### src/rtl/idec_pkg.sv
package idec_pkg;

    localparam int unsigned INSN_W  = 32;
    localparam int unsigned FIELD_W = 8;
    localparam int unsigned OFF_W   = 24;

    localparam logic [3:0] CLS_ADDSUB = 4'h2;
    localparam logic [3:0] CLS_BRANCH = 4'h4;
    localparam logic [3:0] CLS_LOAD   = 4'h8;
    localparam logic [3:0] LOAD_OCTA_HI = 3'h6;

    typedef struct packed {
        logic use_imm;
        logic wr;
        logic rd;
        logic br;
        logic bad;
    } ctrl_t;

    function automatic ctrl_t classify(input logic [7:0] op);
        ctrl_t c;
        c = '0;
        unique case (op[7:4])
            CLS_ADDSUB: begin
                if (op[3] == 1'b0) begin
                    c.wr      = 1'b1;
                    c.use_imm = op[0];
                end else begin
                    c.bad = 1'b1;
                end
            end
            CLS_LOAD: begin
                if (op[3:1] == LOAD_OCTA_HI[2:0]) begin
                    c.wr      = 1'b1;
                    c.rd      = 1'b1;
                    c.use_imm = op[0];
                end else begin
                    c.bad = 1'b1;
                end
            end
            CLS_BRANCH: c.br  = 1'b1;
            default:    c.bad = 1'b1;
        endcase
        return c;
    endfunction

endpackage

### src/rtl/idec_fields.sv
module idec_fields
    import idec_pkg::*;
#(
    parameter int unsigned DATA_W = 64
) (
    input  logic [INSN_W-1:0]  insn,
    input  logic [DATA_W-1:0]  ry_data,
    input  logic [DATA_W-1:0]  rz_data,
    input  logic               use_imm,
    output logic [FIELD_W-1:0] op,
    output logic [FIELD_W-1:0] x_idx,
    output logic [FIELD_W-1:0] y_idx,
    output logic [FIELD_W-1:0] z_idx,
    output logic [OFF_W-1:0]   off,
    output logic [DATA_W-1:0]  opa,
    output logic [DATA_W-1:0]  opb
);
    localparam int unsigned PAD_W = DATA_W - FIELD_W;

    always_comb begin
        op    = insn[31:24];
        x_idx = insn[23:16];
        y_idx = insn[15:8];
        z_idx = insn[7:0];
        off   = insn[OFF_W-1:0];
        opa   = ry_data;
        opb   = use_imm ? {{PAD_W{1'b0}}, insn[7:0]} : rz_data;
    end
endmodule

### src/rtl/idec_target.sv
module idec_target
    import idec_pkg::*;
#(
    parameter int unsigned DATA_W = 64
) (
    input  logic [DATA_W-1:0] pc,
    input  logic [DATA_W-1:0] opa,
    input  logic [DATA_W-1:0] opb,
    input  logic [OFF_W-1:0]  off,
    output logic [DATA_W-1:0] addr,
    output logic [DATA_W-1:0] br_tgt,
    output logic [DATA_W-1:0] seq_pc
);
    localparam int unsigned EXT_W = DATA_W - OFF_W - 2;
    localparam logic [DATA_W-1:0] STEP = DATA_W'(INSN_W / 8);

    logic [DATA_W-1:0] disp;

    always_comb begin
        disp   = {{EXT_W{off[OFF_W-1]}}, off, 2'b00};
        addr   = opa + opb;
        br_tgt = pc + disp;
        seq_pc = pc + STEP;
    end
endmodule

### src/rtl/idec_top.sv
module idec_top
    import idec_pkg::*;
#(
    parameter int unsigned DATA_W = 64
) (
    input  logic              clk,
    input  logic              rst,
    input  logic              valid_i,
    input  logic [31:0]       insn_i,
    input  logic [DATA_W-1:0] pc_i,
    input  logic [DATA_W-1:0] ry_data_i,
    input  logic [DATA_W-1:0] rz_data_i,
    output logic [7:0]        ry_idx_o,
    output logic [7:0]        rz_idx_o,
    output logic              valid_o,
    output logic              illegal_o,
    output logic [3:0]        cls_o,
    output logic [3:0]        minor_o,
    output logic [7:0]        dst_o,
    output logic              wr_en_o,
    output logic              mem_rd_o,
    output logic              br_en_o,
    output logic [DATA_W-1:0] opa_o,
    output logic [DATA_W-1:0] opb_o,
    output logic [DATA_W-1:0] addr_o,
    output logic [DATA_W-1:0] br_tgt_o,
    output logic [DATA_W-1:0] seq_pc_o
);
    logic [FIELD_W-1:0] op, x_idx;
    logic [OFF_W-1:0]   off;
    logic [DATA_W-1:0]  opa, opb, addr, br_tgt, seq_pc;
    ctrl_t              ctrl;

    assign ctrl = classify(insn_i[31:24]);

    idec_fields #(.DATA_W(DATA_W)) fields_i (
        .insn    (insn_i),
        .ry_data (ry_data_i),
        .rz_data (rz_data_i),
        .use_imm (ctrl.use_imm),
        .op      (op),
        .x_idx   (x_idx),
        .y_idx   (ry_idx_o),
        .z_idx   (rz_idx_o),
        .off     (off),
        .opa     (opa),
        .opb     (opb)
    );

    idec_target #(.DATA_W(DATA_W)) target_i (
        .pc     (pc_i),
        .opa    (opa),
        .opb    (opb),
        .off    (off),
        .addr   (addr),
        .br_tgt (br_tgt),
        .seq_pc (seq_pc)
    );

    always_ff @(posedge clk) begin
        if (rst) begin
            valid_o   <= 1'b0;
            illegal_o <= 1'b0;
            cls_o     <= '0;
            minor_o   <= '0;
            dst_o     <= '0;
            wr_en_o   <= 1'b0;
            mem_rd_o  <= 1'b0;
            br_en_o   <= 1'b0;
            opa_o     <= '0;
            opb_o     <= '0;
            addr_o    <= '0;
            br_tgt_o  <= '0;
            seq_pc_o  <= '0;
        end else begin
            valid_o   <= valid_i;
            illegal_o <= valid_i & ctrl.bad;
            cls_o     <= op[7:4];
            minor_o   <= op[3:0];
            dst_o     <= x_idx;
            wr_en_o   <= valid_i & ctrl.wr;
            mem_rd_o  <= valid_i & ctrl.rd;
            br_en_o   <= valid_i & ctrl.br;
            opa_o     <= opa;
            opb_o     <= opb;
            addr_o    <= addr;
            br_tgt_o  <= br_tgt;
            seq_pc_o  <= seq_pc;
        end
    end

    AST_RESET_CLEARS: assert property (@(posedge clk) rst |=> (!valid_o && !illegal_o && !wr_en_o && !mem_rd_o && !br_en_o));
    AST_DST_FROM_X: assert property (@(posedge clk) disable iff (rst) valid_i |=> dst_o == $past(insn_i[23:16]));
    AST_BRANCH_NO_WRITE: assert property (@(posedge clk) disable iff (rst) br_en_o |-> !wr_en_o && !mem_rd_o);
    AST_SEQ_STEP: assert property (@(posedge clk) disable iff (rst) valid_i |=> seq_pc_o == $past(pc_i) + DATA_W'(4));
    AST_ILLEGAL_QUIET: assert property (@(posedge clk) disable iff (rst) illegal_o |-> !(wr_en_o || mem_rd_o || br_en_o));
    AST_IDLE_BUBBLE: assert property (@(posedge clk) disable iff (rst) !valid_i |=> !valid_o && !illegal_o && !wr_en_o && !mem_rd_o && !br_en_o);
    AST_ONE_KIND: assert property (@(posedge clk) disable iff (rst) $onehot0({illegal_o, br_en_o, mem_rd_o}));
endmodule

### config.mk
export PLATFORM = sky130hd
export DESIGN_NAME = idec_top
export DESIGN_NICKNAME = d
export VERILOG_FILES = /design/src/rtl/idec_pkg.sv /design/src/rtl/idec_fields.sv /design/src/rtl/idec_target.sv /design/src/rtl/idec_top.sv
export SDC_FILE = /design/constraint.sdc
export NUM_CORES = 1
export LEC_CHECK = 0
export ABC_AREA = 1
export BUFFER_PORTS_ARGS = -buffer_cell sky130_fd_sc_hd__buf_4
export CAP_MARGIN = 20
export CORE_AREA = 2 2 226 228
export DETAILED_ROUTE_END_ITERATION = 8
export DIE_AREA = 0 0 228 230
export PLACE_DENSITY_LB_ADDON = 0.08
export SKIP_CTS_REPAIR_TIMING = 1
export SYNTH_ARGS = -nofsm -noshare
export SYNTH_HDL_FRONTEND = slang
export SYNTH_SLANG_ARGS = --single-unit
### constraint.sdc
create_clock -name clk -period 3.2 [get_ports clk]
set_input_delay 0.96 -clock clk [delete_from_list [all_inputs] [get_ports clk]]
set_output_delay 0.96 -clock clk [all_outputs]
set_load 0.1 [all_outputs]
==> reports/results.md <==
| Step | Quantity | This run |
|---|---|---|
| power and ir drop | Total power density per cell area | 494.6 nW/um^2 |
| power and ir drop | Relative contribution of the clock network to total power | 0.277 |
| yosys | Cells after Synth | 3,896 |
| yosys | Unique cell type count in the Yosys netlist | 43 |
| drt | Remaining antenna violation count | 0 |
| drt | Wire length per cell | 17.75 um |
| yosys | Cell type with the largest total area after synthesis | sky130_fd_sc_hd__dfxtp_1 |
| setup path | Maximum fanout count along the critical path | 13 |
| layout | Number of nets in the final layout | 5,083 |
| clocking | Clock input transition at the sequential cells of the worst setup and hold paths | 60 ps |
| yosys | Number of flops mapped to enable cells by yosys | 0 |
| floorplan | Core Region | 49,860 um^2 |
| timing | Number of max-slew violations in the final report | 0 |
| min path | Worst hold path cell count | 3 |
| timing | Period utilisation layout | 1.005 |
| setup path | Required time of the critical path | 3680 ps |
| floorplan | Effective utilization at floorplan | 0.4572 |
| yosys | Post-Synth Adder-Cell Area | 0.07036 |
| setup path | Kind of start point of the critical path | input pin |
| power and ir drop | Leakage | 18.47 nW |
| yosys | Warnings from Yosys | 0 |
| outcome | Result of the run | complete, but fails checks |
| run | Maximum Capacitance Violations | 0 |
| clocking | H-tree levels | 2 |
| global route | Overall track demand over capacity in global routing | 0.3492 |
| floorplan | Die area | 52,440 um^2 |
| global route | Antenna violations before repair | 1 |
| timing | Max-slew headroom at the worst pin | 0.6787 |
| setup path | Category of the critical setup timing path | in -> reg |
| layout | Fraction of final layout cells sized beyond drive strength 1 | 0.2483 |
| timing | Peak Freq | 0.3110 GHz |
| placed design | Routability Congestion | 1.055 |
| yosys | Syn Nets | 4,250 |
| timing | Setup TNS | -15.10 ps |
| clocking | TritonCTS Sinks | 339 |
| yosys | Part of the Yosys area used for sequential elements | 0.2977 |
| yosys | Fraction of synthesized cell area taken by the top area cell type | 0.2977 |
| clocking | Bufs on Longest Clock Path | 3 |
| yosys | Most instantiated library cell after synthesis | sky130_fd_sc_hd__nand2_1 |
| global route | First-pass GRT wire length | 141,500 um |
| min path | Hold path startpoint | pc_i[1] |
| setup path | Data arrival time of the critical path | 3690 ps |
| power and ir drop | Switching portion of total power | 0.4417 |
| clocking | Clock tree from TritonCTS | done |
| floorplan | I/O pin count | 584 |
| clocking | CTS root buffer | sky130_fd_sc_hd__clkbuf_16 |
| global route | Overflow after GRT | 0 |
| yosys | Prevailing post-synth register cell | sky130_fd_sc_hd__dfxtp_1 |
| timing | Final count of hold timing violations | 0 |
| layout | Synthesis-to-finish area growth | 39.94% |
| floorplan | Width of the die | 228 um |
| clocking | CTS buffer count | 38 |
| power and ir drop | Sequential share of power | 0.299 |
| power and ir drop | IR Drop Worst-Case VDD | 0.4151 mV |
| drt | Detailed Route WL | 96,400 um |
| timing | Worst Tran Pin Value | 481.9 ps |
| placed design | Sum of net half-perimeters after detailed placement | 80,170 um |
| yosys | Ranking of synthesized cells by area | sky130_fd_sc_hd__dfxtp_1 (30%), sky130_fd_sc_hd__nand2_1 (21%), sky130_fd_sc_hd__inv_1 (14%) |
| floorplan | Rows | 82 |
| timing | Setup violators final | 1 |
| min path | Worst Hold End | br_tgt_o[1]$_SDFF_PP0_ |
| min path | Worst hold-check path type | in -> reg |
| placed design | Placed cell areas | 29,770 um^2 |
| drt | Number of vias in the routed layout | 26,590 |
| yosys | Mean instance size in the synthesized netlist | 5.852 um^2 |
| yosys | Flip-flop and latch count after synthesis | 339 |
| placed design | PortBufs | 583 |
| drt | Number of violations reported at the end of detailed-routing iteration 0 | 2,384 |
| drt | Initial DRT Pass Iterations | 8 |
| setup path | Endpoint class of the critical path | flop |
| yosys | Area fraction in compound gates after synthesis | 0.07738 |
| power and ir drop | Combinational share of power | 0.424 |
| timing | Clock period minus worst slack | 3215 ps |
| global route | Largest net degree at the start of global routing | 96 |
| power and ir drop | Int Power | 8.810 mW |
| yosys | Simple-gate portion of the synthesized area | 0.3938 |
| drt | Drt drc | 0 |
| yosys | Cell Area, Synth | 22,800 um^2 |
| drt | DR vias/cell | 4.897 |
| floorplan | Floorplan die height | 230 um |
| global route | Via count of the first global-routing pass | 23,910 |
| yosys | Largest family of logic cells by synthesized area | simple AND/OR/NAND/NOR gates |
| timing | RSZ-0062 raised after global routing | yes |
| yosys | Ranking of synthesized cells by instance count | sky130_fd_sc_hd__nand2_1 (1,248), sky130_fd_sc_hd__inv_1 (838), sky130_fd_sc_hd__nor2_1 (516) |
| timing | Post-route setup slack | -15.10 ps |
| yosys | Synthesized-area fraction occupied by xor and xnor cells | 0.006147 |
| yosys | Fraction of synthesized area in multiplexers | 0 |
| placed design | Pre-CTS setup slack | -748.3 ps |
| power and ir drop | Switching power of the nets | 6.968 mW |
| outcome | Violated checks | negative setup slack |
| yosys | Proportion of synthesized flip-flops having asynchronous set or reset | 0 |
| layout | Post-route cell area | 31,900 um^2 |
## logic make-up after synthesis
kind of cell / after synthesis
simple gates: 2164
buf+inv: 910
compound gates: 340
flops: 339
fa+ha+maj: 127
xor+xnor: 16
## sequential cells by signal, summed over array words and instances, names as in the netlist
name and flops:
illegal_o 1, br_tgt_o 64, minor_o 4, addr_o 64, cls_o 4, opb_o 64
mem_rd_o 1, opa_o 64, wr_en_o 1, dst_o 8, valid_o 1, br_en_o 1
seq_pc_o 62
## power by group through the flow
stage	combinational, mW	clock, mW	sequential [mW]
2_1_floorplan	1.94	0	7.19
3_3_place_gp	6.42	0	4.81
3_5_place_dp	6.43	0	4.81
4_1_cts	6.45	4.42	4.72
5_1_grt	7.07	4.58	4.74
6_report	6.69	4.37	4.72
## per-stage QoR
step	hold slack (ps)	cells	util	power [mW]
floorplan	1032	3896	-	9.131
global placement	1167	5341	0.5970	11.22
detailed placement	1172	5341	0.5970	11.23
CTS	577.6	5408	0.6212	15.59
global route	596.8	5429	0.6398	16.38
finish	589.0	5430	0.6398	15.78
## routing by layer
layer	GRT usage	vias up	wire length, um
li1	-	13450	-
met5	0	-	0
met2	0.5503	1194	41420
met3	0.07515	177	9478
met1	0.4751	11770	42020
met4	0.1127	0	3479
## cell type report
class | instances | area (um^2)
inverter | 841 | 3159
clock inverter | 16 | 156.4
antenna | 2 | 5.005
clock buffer | 51 | 1050
multi-input combinational | 2647 | 13280
tap | 672 | 840.8
fill | 4995 | 17960
sequential | 339 | 6787
timing repair buffer | 862 | 6630
## cells in the final DEF, fill, tap and decap left out, types with 9 or more instances in the layout
master and n:
sky130_fd_sc_hd__xor2_1 10, sky130_fd_sc_hd__and2_1 15, sky130_fd_sc_hd__inv_1 828, sky130_fd_sc_hd__or2_0 12, sky130_fd_sc_hd__nand4_1 44, sky130_fd_sc_hd__clkbuf_16 39
sky130_fd_sc_hd__nor2_1 463, sky130_fd_sc_hd__buf_4 844, sky130_fd_sc_hd__nand2_2 70, sky130_fd_sc_hd__nor4_1 10, sky130_fd_sc_hd__inv_2 12, sky130_fd_sc_hd__nor2_4 24
sky130_fd_sc_hd__nand3_2 20, sky130_fd_sc_hd__o21bai_1 14, sky130_fd_sc_hd__nor3_2 12, sky130_fd_sc_hd__a21oi_1 205, sky130_fd_sc_hd__o21ai_0 72, sky130_fd_sc_hd__nor2_2 48
sky130_fd_sc_hd__nand2_4 15, sky130_fd_sc_hd__clkinv_2 9, sky130_fd_sc_hd__ha_1 119, sky130_fd_sc_hd__dfxtp_1 339, sky130_fd_sc_hd__nand3_1 140, sky130_fd_sc_hd__a21oi_2 25
sky130_fd_sc_hd__nor3_1 91, sky130_fd_sc_hd__nand2_1 1171
## critical path: stages
cell and delay (ps):
sky130_fd_sc_hd__buf_4 120, sky130_fd_sc_hd__inv_2 50, sky130_fd_sc_hd__nand2_2 70, sky130_fd_sc_hd__nor3_4 160
sky130_fd_sc_hd__nand3_2 140, sky130_fd_sc_hd__nand2_4 120, sky130_fd_sc_hd__buf_12 160, sky130_fd_sc_hd__buf_4 210
sky130_fd_sc_hd__nor2_1 60, sky130_fd_sc_hd__ha_1 350, sky130_fd_sc_hd__nand2_1 110, sky130_fd_sc_hd__buf_4 160
sky130_fd_sc_hd__nor2_1 130, sky130_fd_sc_hd__nand2_1 130, sky130_fd_sc_hd__inv_1 130, sky130_fd_sc_hd__nand2_1 100
sky130_fd_sc_hd__nor3_1 140, sky130_fd_sc_hd__nand2_1 130, sky130_fd_sc_hd__nand3_1 90, sky130_fd_sc_hd__and2_1 120
sky130_fd_sc_hd__nor2_1 30
## how the worst max path moves through the flow
stage | from | endpoint | slack [ps] | cells past startpoint
floorplan | insn_i[28] | addr_o[62]$_SDFF_PP0_ | -7 | 22
global placement | insn_i[28] | addr_o[54]$_SDFF_PP0_ | -730 | 20
detailed placement | insn_i[28] | addr_o[58]$_SDFF_PP0_ | -750 | 19
CTS | insn_i[28] | addr_o[58]$_SDFF_PP0_ | -150 | 19
global route | insn_i[28] | addr_o[53]$_SDFF_PP0_ | -160 | 20
finish | insn_i[28] | addr_o[53]$_SDFF_PP0_ | -20 | 21
Power figures use the tool's default switching activity.
